`src/rtl/pdg_pkg.sv`:
```
package pdg_pkg;
    localparam int unsigned WORD_W  = 16;
    localparam int unsigned EN_BIT  = 0;
endpackage

```
`src/rtl/pdg_enable_reg.sv`:
```
module pdg_enable_reg
    import pdg_pkg::*;
(
    input  logic              clk_i,
    input  logic              rst_ni,
    input  logic              wr_stb_i,
    input  logic [WORD_W-1:0] wr_data_i,
    output logic              en_o,
    output logic [WORD_W-1:0] rd_o
);
    typedef struct packed {
        logic en;
    } en_state_t;

    en_state_t st_d, st_q;

    logic unused_hi_bits;
    assign unused_hi_bits = ^wr_data_i;

    always_comb begin
        st_d = st_q;
        // one-way: a write can only take the bit from 1 to 0
        if (wr_stb_i && !wr_data_i[EN_BIT]) begin
            st_d.en = 1'b0;
        end
    end

    always_ff @(posedge clk_i or negedge rst_ni) begin
        if (!rst_ni) begin
            st_q <= '{en: 1'b1};
        end else begin
            st_q <= st_d;
        end
    end

    always_comb begin
        rd_o         = '0;
        rd_o[EN_BIT] = st_q.en;
    end
    assign en_o = st_q.en;

    assert_disable_sticky_R3: assert property (@(posedge clk_i) disable iff (!rst_ni)
        !en_o |=> !en_o);
    assert_clear_takes_R3: assert property (@(posedge clk_i) disable iff (!rst_ni)
        (wr_stb_i && !wr_data_i[EN_BIT]) |=> !en_o);
    assert_set_write_noop_R7: assert property (@(posedge clk_i) disable iff (!rst_ni)
        (en_o && wr_stb_i && wr_data_i[EN_BIT]) |=> en_o);
endmodule

```
`src/rtl/pdg_timer.sv`:
```
module pdg_timer #(
    parameter int unsigned TICKS = 524288
) (
    input  logic clk_i,
    input  logic rst_ni,
    input  logic arm_i,
    output logic expired_o
);
    localparam int unsigned CW = (TICKS > 2) ? $clog2(TICKS) : 1;
    localparam logic [CW-1:0] LAST = CW'(TICKS - 1);

    typedef struct packed {
        logic [CW-1:0] cnt;
        logic          exp;
    } tmr_state_t;

    tmr_state_t st_d, st_q;

    always_comb begin
        st_d = st_q;
        if (arm_i && !st_q.exp) begin
            if (st_q.cnt == LAST) begin
                st_d.exp = 1'b1;
            end else begin
                st_d.cnt = st_q.cnt + 1'b1;
            end
        end
    end

    always_ff @(posedge clk_i or negedge rst_ni) begin
        if (!rst_ni) begin
            st_q <= '{cnt: '0, exp: 1'b0};
        end else begin
            st_q <= st_d;
        end
    end

    assign expired_o = st_q.exp;

    assert_cnt_in_range_R2: assert property (@(posedge clk_i) disable iff (!rst_ni)
        st_q.cnt <= LAST);
    assert_hold_when_off_R4: assert property (@(posedge clk_i) disable iff (!rst_ni)
        !arm_i |=> $stable(st_q.cnt));
    assert_no_fire_when_off_R4: assert property (@(posedge clk_i) disable iff (!rst_ni)
        (!arm_i && !expired_o) |=> !expired_o);
    assert_expiry_latched_R5: assert property (@(posedge clk_i) disable iff (!rst_ni)
        expired_o |=> expired_o);
endmodule

```
`src/rtl/pdg_guard.sv`:
```
module pdg_guard
    import pdg_pkg::*;
#(
    parameter int unsigned CLK_HZ    = 32768,
    parameter int unsigned TIMEOUT_S = 16
) (
    input  logic              clk_i,
    input  logic              rst_ni,
    input  logic              wr_stb_i,
    input  logic [WORD_W-1:0] wr_data_i,
    output logic [WORD_W-1:0] ctl_rd_o,
    output logic              expired_o,
    output logic              wdog_no
);
    localparam int unsigned TICKS = CLK_HZ * TIMEOUT_S;

    logic en_w;
    logic exp_w;

    pdg_enable_reg u_en (
        .clk_i    (clk_i),
        .rst_ni   (rst_ni),
        .wr_stb_i (wr_stb_i),
        .wr_data_i(wr_data_i),
        .en_o     (en_w),
        .rd_o     (ctl_rd_o)
    );

    pdg_timer #(.TICKS(TICKS)) u_tmr (
        .clk_i    (clk_i),
        .rst_ni   (rst_ni),
        .arm_i    (en_w),
        .expired_o(exp_w)
    );

    assign expired_o = exp_w;
    assign wdog_no   = ~exp_w;

    assert_readback_hi_zero_R7: assert property (@(posedge clk_i) disable iff (!rst_ni)
        ctl_rd_o[WORD_W-1:1] == '0);
endmodule

```
`config.mk`:
```
export PLATFORM = sky130hd
export DESIGN_NAME = pdg_guard
export DESIGN_NICKNAME = d
export VERILOG_FILES = /design/src/rtl/pdg_pkg.sv /design/src/rtl/pdg_enable_reg.sv /design/src/rtl/pdg_timer.sv /design/src/rtl/pdg_guard.sv
export SDC_FILE = /design/constraint.sdc
export NUM_CORES = 1
export LEC_CHECK = 0
export CORE_MARGIN = 4
export CORE_UTILIZATION = 45
export CTS_CLUSTER_DIAMETER = 100
export DETAILED_ROUTE_END_ITERATION = 10
export GPL_ROUTABILITY_DRIVEN = 0
export PLACE_DENSITY = 0.79
export SKIP_CTS_REPAIR_TIMING = 1
export SKIP_LAST_GASP = 1
export SLEW_MARGIN = 15
export SYNTH_ARGS = -nofsm -noshare
export SYNTH_HDL_FRONTEND = slang
export SYNTH_SLANG_ARGS = --single-unit
```
`constraint.sdc`:
```
create_clock -name clk_i -period 3.8 [get_ports clk_i]
set_input_delay 0.57 -clock clk_i [delete_from_list [all_inputs] [get_ports clk_i]]
set_output_delay 0.57 -clock clk_i [all_outputs]
set_load 0.01 [all_outputs]
```
### Word level (Yosys, flattened, before mapping)

Cells that the tools add are included.

* word-level logic and storage cells: 13
* output and inout port bits: 18
* bits in registers: 21
* input bits: 19

* eq/ne operators: 1
* $add $sub $neg: 1
* bitwise logic cells: 2
* reductions and logical operators: 6

Operators by type and width (count)
* adder 19 x 1 -> 19 bit, second input constant: 1
* equality test 19 bit, second input constant: 1
* AND reduction 2 bit: 2
* logical AND 1 bit: 2
* zero test 1 bit: 2
* NOT 1 bit: 2

### Logic depth before layout (Yosys ltp)

Gate-level depths: netlist (run 1).

* depth in word-level cells: 3
* gate-level depth with buffers: 5
* depth with buffers taken out: 5

### Hierarchy

Synthesis (run 1) repeated with hierarchy kept, for this count alone.

* cell total of the unflattened synthesis: 114
* area, all modules: 1198.6 um^2

By module, submodules not included
* pdg_timer: times used 1, area each 1033.5 um^2, sequential area each 500.5 um^2, cells an instance 93
* pdg_enable_reg: times used 1, area each 161.4 um^2, sequential area each 26.3 um^2, cells an instance 20
* pdg_guard: times used 1, area each 3.8 um^2, sequential area each 0.0 um^2, cells an instance 1

### Least setup slack after synthesis (run 1)

Ideal clock, no wire load.

* path type: reg-to-reg
* start point: register u_tmr.st_q[1] (netlist bit)
* end point: register u_tmr.st_q[2] (netlist bit)
* setup time: 125 ps
* buffers on the path: 0
* path slack: 2128 ps
* stages on the path, launching flop included: 6
* arrival: 1547 ps
* required time: 3675 ps
* clock period less this slack: 1672 ps
* path through: dfrtp_1 ha_1 nand3_1 nor3_2 a21oi_1 mux2_2

* cells in the longest elaborated chain, start to end: 3
* elaborated cells between the ends (all ways): 4
* classes of those cells: 1 x add/sub; 1 x eq/ne; 1 x bitwise; 1 x reduce/logical

Ends and longest elaborated chain
* start: declaration: line pdg_timer.sv:17 `tmr_state_t st_d, st_q;`
* start signal: assignment: line pdg_timer.sv:32 `st_q <= '{cnt: '0, exp: 1'b0};`
* start signal: assignment: line pdg_timer.sv:34 `st_q <= st_d;`
* branches (longest 3 deep; another with adder 19 x 1 -> 19 bit)

Several ways; the timed one is not identified.
A chain may end at the register's enable or synchronous reset.

### Final worst setup path (run 1)

* start point: register u_en.st_q (netlist: u_en.en_o)
* end point: output port ctl_rd_o[0]

RTL lines
* start: declaration: line pdg_enable_reg.sv:15 `en_state_t st_d, st_q;`
* start signal: assignment: line pdg_enable_reg.sv:30 `st_q <= '{en: 1'b1};`
* start signal: assignment: line pdg_enable_reg.sv:32 `st_q <= st_d;`
* end: declaration: line pdg_guard.sv:11 `output logic [WORD_W-1:0] ctl_rd_o,`

No word-level cell between the ends.

==> flow_metrics.env, run 1 <==
export IMPL_outcome="finished, final reports clean"
export IMPL_io_pin_count=37
export IMPL_timing_critical_path_fanout_max=6
export IMPL_critPathKind="flip-flop to primary output"
export IMPL_synthDistinctLibCells=32
export IMPL_routed_wirelength_um=1970
export IMPL_timing_final_hold_violations=0
export IMPL_fin_cells=151
export IMPL_power_combinational_fraction_pct=4.0
export IMPL_library_cell_used_as_clock_root_buffer="sky130_fd_sc_hd__clkbuf_4"
export IMPL_swShare_pct=24.0
export IMPL_numPortBuffers=6
export IMPL_antenna_violations_before_repair=0
export IMPL_fraction_of_final_layout_cells_with_drive_strength_greater_than_1_pct=12.4
export IMPL_post_synth_xor_area_fraction_pct=11.3
export IMPL_pwr_density_cell_nw_per_um2=286
export IMPL_place_detailed_hpwl_um=1480
export IMPL_post_place_cells=147
export IMPL_cts_tree="yes"
export IMPL_worst_path_max_delay_cell="sky130_fd_sc_hd__dfstp_2"
export IMPL_leakagePower_uw=0.000624
export IMPL_floorplan_initialDensity_pct=46.9
export IMPL_cp_slowest_stage_delay_ns=0.60
export IMPL_max_clock_freq_mhz=492
export IMPL_num_nets_final=142
export IMPL_flow_area_growth_from_synthesis_pct=5.38
export IMPL_fin_hold_ws_ns=0.482
export IMPL_die_w_um=58.8
export IMPL_remaining_drc_errors=0
export IMPL_setup_tns_ns=0
export IMPL_grt_setup_unrepaired="no"
export IMPL_ys_seq_area_share_pct=45.3
export IMPL_first_global_vias=764
export IMPL_cts_buffers_inserted=3
export IMPL_yosys_area_share_simple_pct=19.9
export IMPL_worst_endpoint_required_ns=3.23
export IMPL_placement_rows=18
export IMPL_synth_warning_count=0
export IMPL_wire_per_inst_um=13.0
export IMPL_clock_sink_count=21
export IMPL_grt_pass1_wl_um=3390
export IMPL_layout_worst_path_cycle_share_pct=53.5
export IMPL_worst_hold_startpoint="u_tmr.st_q[19]"
export IMPL_max_cap_violations=0
export IMPL_grt_ovfl_total=0
export IMPL_setup_viol=0
export IMPL_final_util_pct=49.4
export IMPL_synth_top_family_by_area="simple AND/OR/NAND/NOR gates"
export IMPL_timing_critical_path_max_delay_family="flip-flops"
export IMPL_critical_path_source="u_en.en_o"
export IMPL_async_flop_share_pct=100
export IMPL_cp_end_kind="primary output"
export IMPL_clk_transition_reported_paths_ns=0.13
export IMPL_mostFrequentLayoutCells="sky130_fd_sc_hd__dfrtp_1 (20), sky130_fd_sc_hd__conb_1 (15), sky130_fd_sc_hd__xor2_1 (13)"
export IMPL_slew_viol_final=0
export IMPL_insertedDiodeCount=0
export IMPL_fill_cells=234
export IMPL_cp_data_arrival_time_ns=1.46
export IMPL_hold_class="flip-flop to flip-flop"
export IMPL_overall_routing_resource_usage_pct=12.7
export IMPL_design_die_area_um2=3460
export IMPL_irDropWorstVdd_v=0.000270
export IMPL_synthCells=113
export IMPL_finClkSkew_ns=0.0131
export IMPL_ant_nets=0
export IMPL_crit_path_cell_trace="clkdlybuf4s50_1"
export IMPL_timing_max_slew_rel_slack_pct=36.5
export IMPL_power_sequential_fraction_pct=63.7
export IMPL_worst_pin_slew_ns=0.949
export IMPL_synthesized_cell_area_um2=1160
export IMPL_final_common_cell="sky130_fd_sc_hd__dfrtp_1"
export IMPL_synth_compound_area_share_pct=9.04
export IMPL_synth_mux_area_share_pct=0.969
export IMPL_core_area_um2=2480
export IMPL_drt_initial_drc_count=15
export IMPL_average_instance_area_after_synthesis_um2=10.3
export IMPL_finalWorstPathRequiredPeriod_ns=2.03
export IMPL_worstReg2RegStart="u_tmr.st_q[1]"
export IMPL_die_height_um=58.8
export IMPL_worst_setup_start_kind="flip-flop"
export IMPL_synth_edf_count=0
export IMPL_grt_max_degree=22
export IMPL_power_share_clock_pct=32.3
export IMPL_synth_fa_ha_area_share_pct=1.08
export IMPL_clock_path_buffers=2
export IMPL_firstDrtPassIters=4
export IMPL_number_of_register_bits_inferred_by_synthesis=21
export IMPL_routed_via_count=788
export IMPL_switching_power_uw=84.3
export IMPL_dominantRegCellSynth="sky130_fd_sc_hd__dfrtp_1"
export IMPL_cts_htree_levels=1
export IMPL_clock_latency_ns=0.32
export IMPL_drt_vias_per_instance=5.22
export IMPL_p_int_uw=266
export IMPL_critical_path_buf_inv_count=1
-- cell usage after synthesis (4+ instances only) --
cell,instances,area (um2)
sky130_fd_sc_hd__nand2_1,8,30.0
sky130_fd_sc_hd__a211oi_1,4,30.0
sky130_fd_sc_hd__buf_4,16,120
sky130_fd_sc_hd__inv_1,4,15.0
sky130_fd_sc_hd__xor2_1,13,114
sky130_fd_sc_hd__nor3_1,7,35.0
sky130_fd_sc_hd__dfrtp_1,20,500
sky130_fd_sc_hd__nand3_1,6,30.0
sky130_fd_sc_hd__a21oi_1,6,30.0
-- registers in the layout, indices dropped and copies added, names as in the netlist --
signal / flops
u_tmr.st_q: 19
u_tmr.expired_o: 1
u_en.en_o: 1
-- power by group through the flow --
stage | clock, uW | sequential (uW) | combinational (uW)
after floorplan | 0 | 228 | 18.0
after global placement | 0 | 228 | 13.6
after detailed placement | 0 | 228 | 13.9
after CTS | 116 | 224 | 13.9
after global routing | 124 | 224 | 16.1
final | 113 | 223 | 14.1
-- per-layer routing --
metal | share of wire, % | track usage (%)
met5 | 0 | 0
met4 | 0.56 | 1.62
met3 | 7.0 | 5.04
met2 | 48 | 20.2
met1 | 44 | 16.9
-- path summary, 6_finish.rpt --
path,cells after the start,end,slack [ns]
max in group asynchronous,1,u_tmr.st_q[15],2.45
setup / recovery,1,ctl_rd_o[0],1.77
hold / removal,1,u_tmr.st_q[19],0.48
hold reg to reg,1,u_tmr.st_q[19],0.48
min in group asynchronous,1,u_tmr.st_q[5],0.76
setup reg to reg,5,u_tmr.st_q[2],1.83
-- cells by family (layout without fill, tap and decap cells) --
family	count (synthesis)	after routing
AND/OR/NAND/NOR	38	38
flip-flops	21	21
buffers and inverters	21	15
AO/OA/AOI/OAI	15	15
XOR/XNOR	15	15
adder cells (fa/ha/maj)	1	1
other	1	15
multiplexers	1	1
-- through the flow --
stage | area [um2] | power, uW | setup WS (ns)
floorplan | 1210 | 246 | 2.13
global placement | 1190 | 241 | 1.88
detailed placement | 1190 | 242 | 1.86
CTS | 1220 | 354 | 1.75
global route | 1220 | 363 | 1.63
finish | 1220 | 351 | 1.77
-- layout make-up --
cell class	count	area [um2]	area share (%)
multi-input cells	85	548	44.7
inverters	4	15.0	1.23
well taps	30	37.5	3.06
flip-flops and latches	21	527	43.0
clock inverters	1	7.51	0.613
clock buffers	3	22.5	1.84
repair buffers	7	67.6	5.52
No activity file was read; power rests on OpenSTA's default activity.
==> inputs of run 2 (changes only) <==
==> constraint.sdc (replaced) <==
create_clock -name clk_i -period 2.1 [get_ports clk_i]
set_input_delay 0.315 -clock clk_i [delete_from_list [all_inputs] [get_ports clk_i]]
set_output_delay 0.315 -clock clk_i [all_outputs]
set_load 0.01 [all_outputs]
==> flow_metrics.env, run 2 (synthesis gave the netlist of run 1 again) <==
export IMPL_outcome="finished, final reports clean"
export IMPL_power_combinational_fraction_pct=4.3
export IMPL_cp_end_kind="primary output"
export IMPL_drt_initial_drc_count=12
export IMPL_grt_pass1_wl_um=3710
export IMPL_routed_via_count=810
export IMPL_setup_tns_ns=0
export IMPL_first_global_vias=829
export IMPL_p_int_uw=484
export IMPL_cp_slowest_stage_delay_ns=0.58
export IMPL_final_common_cell="sky130_fd_sc_hd__dfrtp_1"
export IMPL_crit_path_cell_trace="clkdlybuf4s50_1"
export IMPL_layout_worst_path_cycle_share_pct=82.7
export IMPL_io_pin_count=37
export IMPL_stdcell_area_um2=1240
export IMPL_max_cap_violations=0
export IMPL_core_area_um2=2480
export IMPL_remaining_drc_errors=0
export IMPL_leakagePower_uw=0.000641
export IMPL_cts_htree_levels=1
export IMPL_grt_setup_unrepaired="no"
export IMPL_numPortBuffers=6
export IMPL_critPathKind="flip-flop to primary output"
export IMPL_clock_latency_ns=0.30
export IMPL_max_clock_freq_mhz=576
export IMPL_grt_ovfl_total=0
export IMPL_antenna_violations_before_repair=0
export IMPL_power_sequential_fraction_pct=65.0
export IMPL_cp_data_arrival_time_ns=1.42
export IMPL_critical_path_reg2reg_endpoint="u_tmr.st_q[12]"
export IMPL_cts_tree="yes"
export IMPL_clock_path_buffers=2
export IMPL_final_util_pct=50.2
export IMPL_largest_reg_flops=19
export IMPL_swShare_pct=22.1
export IMPL_worst_r2r_path_depth=4
export IMPL_irDropWorstVdd_v=0.000400
export IMPL_finClkSkew_ns=0.0115
export IMPL_wire_per_inst_um=13.2
export IMPL_num_nets_final=145
export IMPL_floorplan_initialDensity_pct=46.9
export IMPL_worst_endpoint_required_ns=1.78
export IMPL_library_cell_used_as_clock_root_buffer="sky130_fd_sc_hd__clkbuf_4"
export IMPL_fraction_of_final_layout_cells_with_drive_strength_greater_than_1_pct=13.7
export IMPL_worst_path_max_delay_cell="sky130_fd_sc_hd__dfstp_2"
export IMPL_firstDrtPassIters=5
export IMPL_pwr_density_cell_nw_per_um2=500
export IMPL_critical_path_buf_inv_count=1
export IMPL_mostFrequentLayoutCells="sky130_fd_sc_hd__dfrtp_1 (20), sky130_fd_sc_hd__conb_1 (15), sky130_fd_sc_hd__xor2_1 (13)"
export IMPL_ant_nets=0
export IMPL_finalWorstPathRequiredPeriod_ns=1.74
export IMPL_grt_max_degree=13
export IMPL_setup_viol=0
export IMPL_power_share_clock_pct=30.7
export IMPL_largest_register_by_flop_count="u_tmr.st_q"
export IMPL_clock_sink_count=21
export IMPL_drt_vias_per_instance=5.26
export IMPL_timing_critical_path_fanout_max=6
export IMPL_die_w_um=58.8
export IMPL_place_detailed_hpwl_um=1600
export IMPL_worstReg2RegStart="u_en.en_o"
export IMPL_slew_viol_final=0
export IMPL_die_height_um=58.8
export IMPL_overall_routing_resource_usage_pct=14.0
export IMPL_worst_setup_start_kind="flip-flop"
export IMPL_flow_area_growth_from_synthesis_pct=7.00
export IMPL_placed_area_um2=1220
export IMPL_timing_final_hold_violations=0
export IMPL_timing_critical_path_max_delay_family="flip-flops"
export IMPL_placement_rows=18
export IMPL_design_die_area_um2=3460
export IMPL_clk_transition_reported_paths_ns=0.12
export IMPL_hold_class="primary input to asynchronous set/reset pin"
export IMPL_insertedDiodeCount=0
export IMPL_cts_buffers_inserted=3
export IMPL_switching_power_uw=137
export IMPL_routed_wirelength_um=2040
export IMPL_flop2flop_setup_slack_ns=0.38
run 2: cell types whose count changed in the layout (fill, tap and decap cells not counted):
cell and change:
sky130_fd_sc_hd__buf_4 +3, sky130_fd_sc_hd__clkbuf_1 +1, sky130_fd_sc_hd__clkinvlp_4 -1
run 2: worst max path at each step:
stage               depth (start not counted)  slack [ns]        endpoint     startpoint
floorplan                                   5        0.43   u_tmr.st_q[2]  u_tmr.st_q[1]
finish                                      1        0.36     ctl_rd_o[0]      u_en.en_o
global placement                            4        0.38  u_tmr.st_q[12]      u_en.en_o
detailed placement                          4        0.38  u_tmr.st_q[12]      u_en.en_o
CTS                                         1        0.35     ctl_rd_o[0]      u_en.en_o
global route                                4        0.23   u_tmr.st_q[8]      u_en.en_o
run 2: metal layers:
| metal | vias to the layer above | wire, um | track usage (%) |
|---|---|---|---|
| met5 | - | 0 | 0 |
| met4 | 0 | 14 | 5.50 |
| met3 | 3 | 96 | 2.85 |
| met2 | 28 | 1030 | 22.7 |
| met1 | 391 | 895 | 18.3 |
| li1 | 388 | - | - |
run 2: final cells by class:
cell class	count	area, um2
fillers	229	1230
multi-input cells	85	548
flip-flops and latches	21	527
repair buffers	10	90.1
well taps	30	37.5
clock buffers	4	26.3
inverters	4	15.0
run 2: power groups by stage:
stage	clock [uW]	sequential (uW)	combinational, uW
global placement	0	412	26.2
floorplan	0	412	32.6
detailed placement	0	412	26.6
finish	191	404	26.9
CTS	196	404	26.7
global route	218	404	30.4
run 2: stage by stage:
step | setup WS [ns] | power (uW) | instances | hold WS, ns
6_report | 0.364 | 622 | 154 | 0.307
5_1_grt | 0.232 | 653 | 154 | 0.310
4_1_cts | 0.349 | 627 | 154 | 0.314
3_5_place_dp | 0.376 | 439 | 150 | 0.457
3_3_place_gp | 0.379 | 438 | 150 | 0.440
2_1_floorplan | 0.428 | 445 | 127 | 0.0194
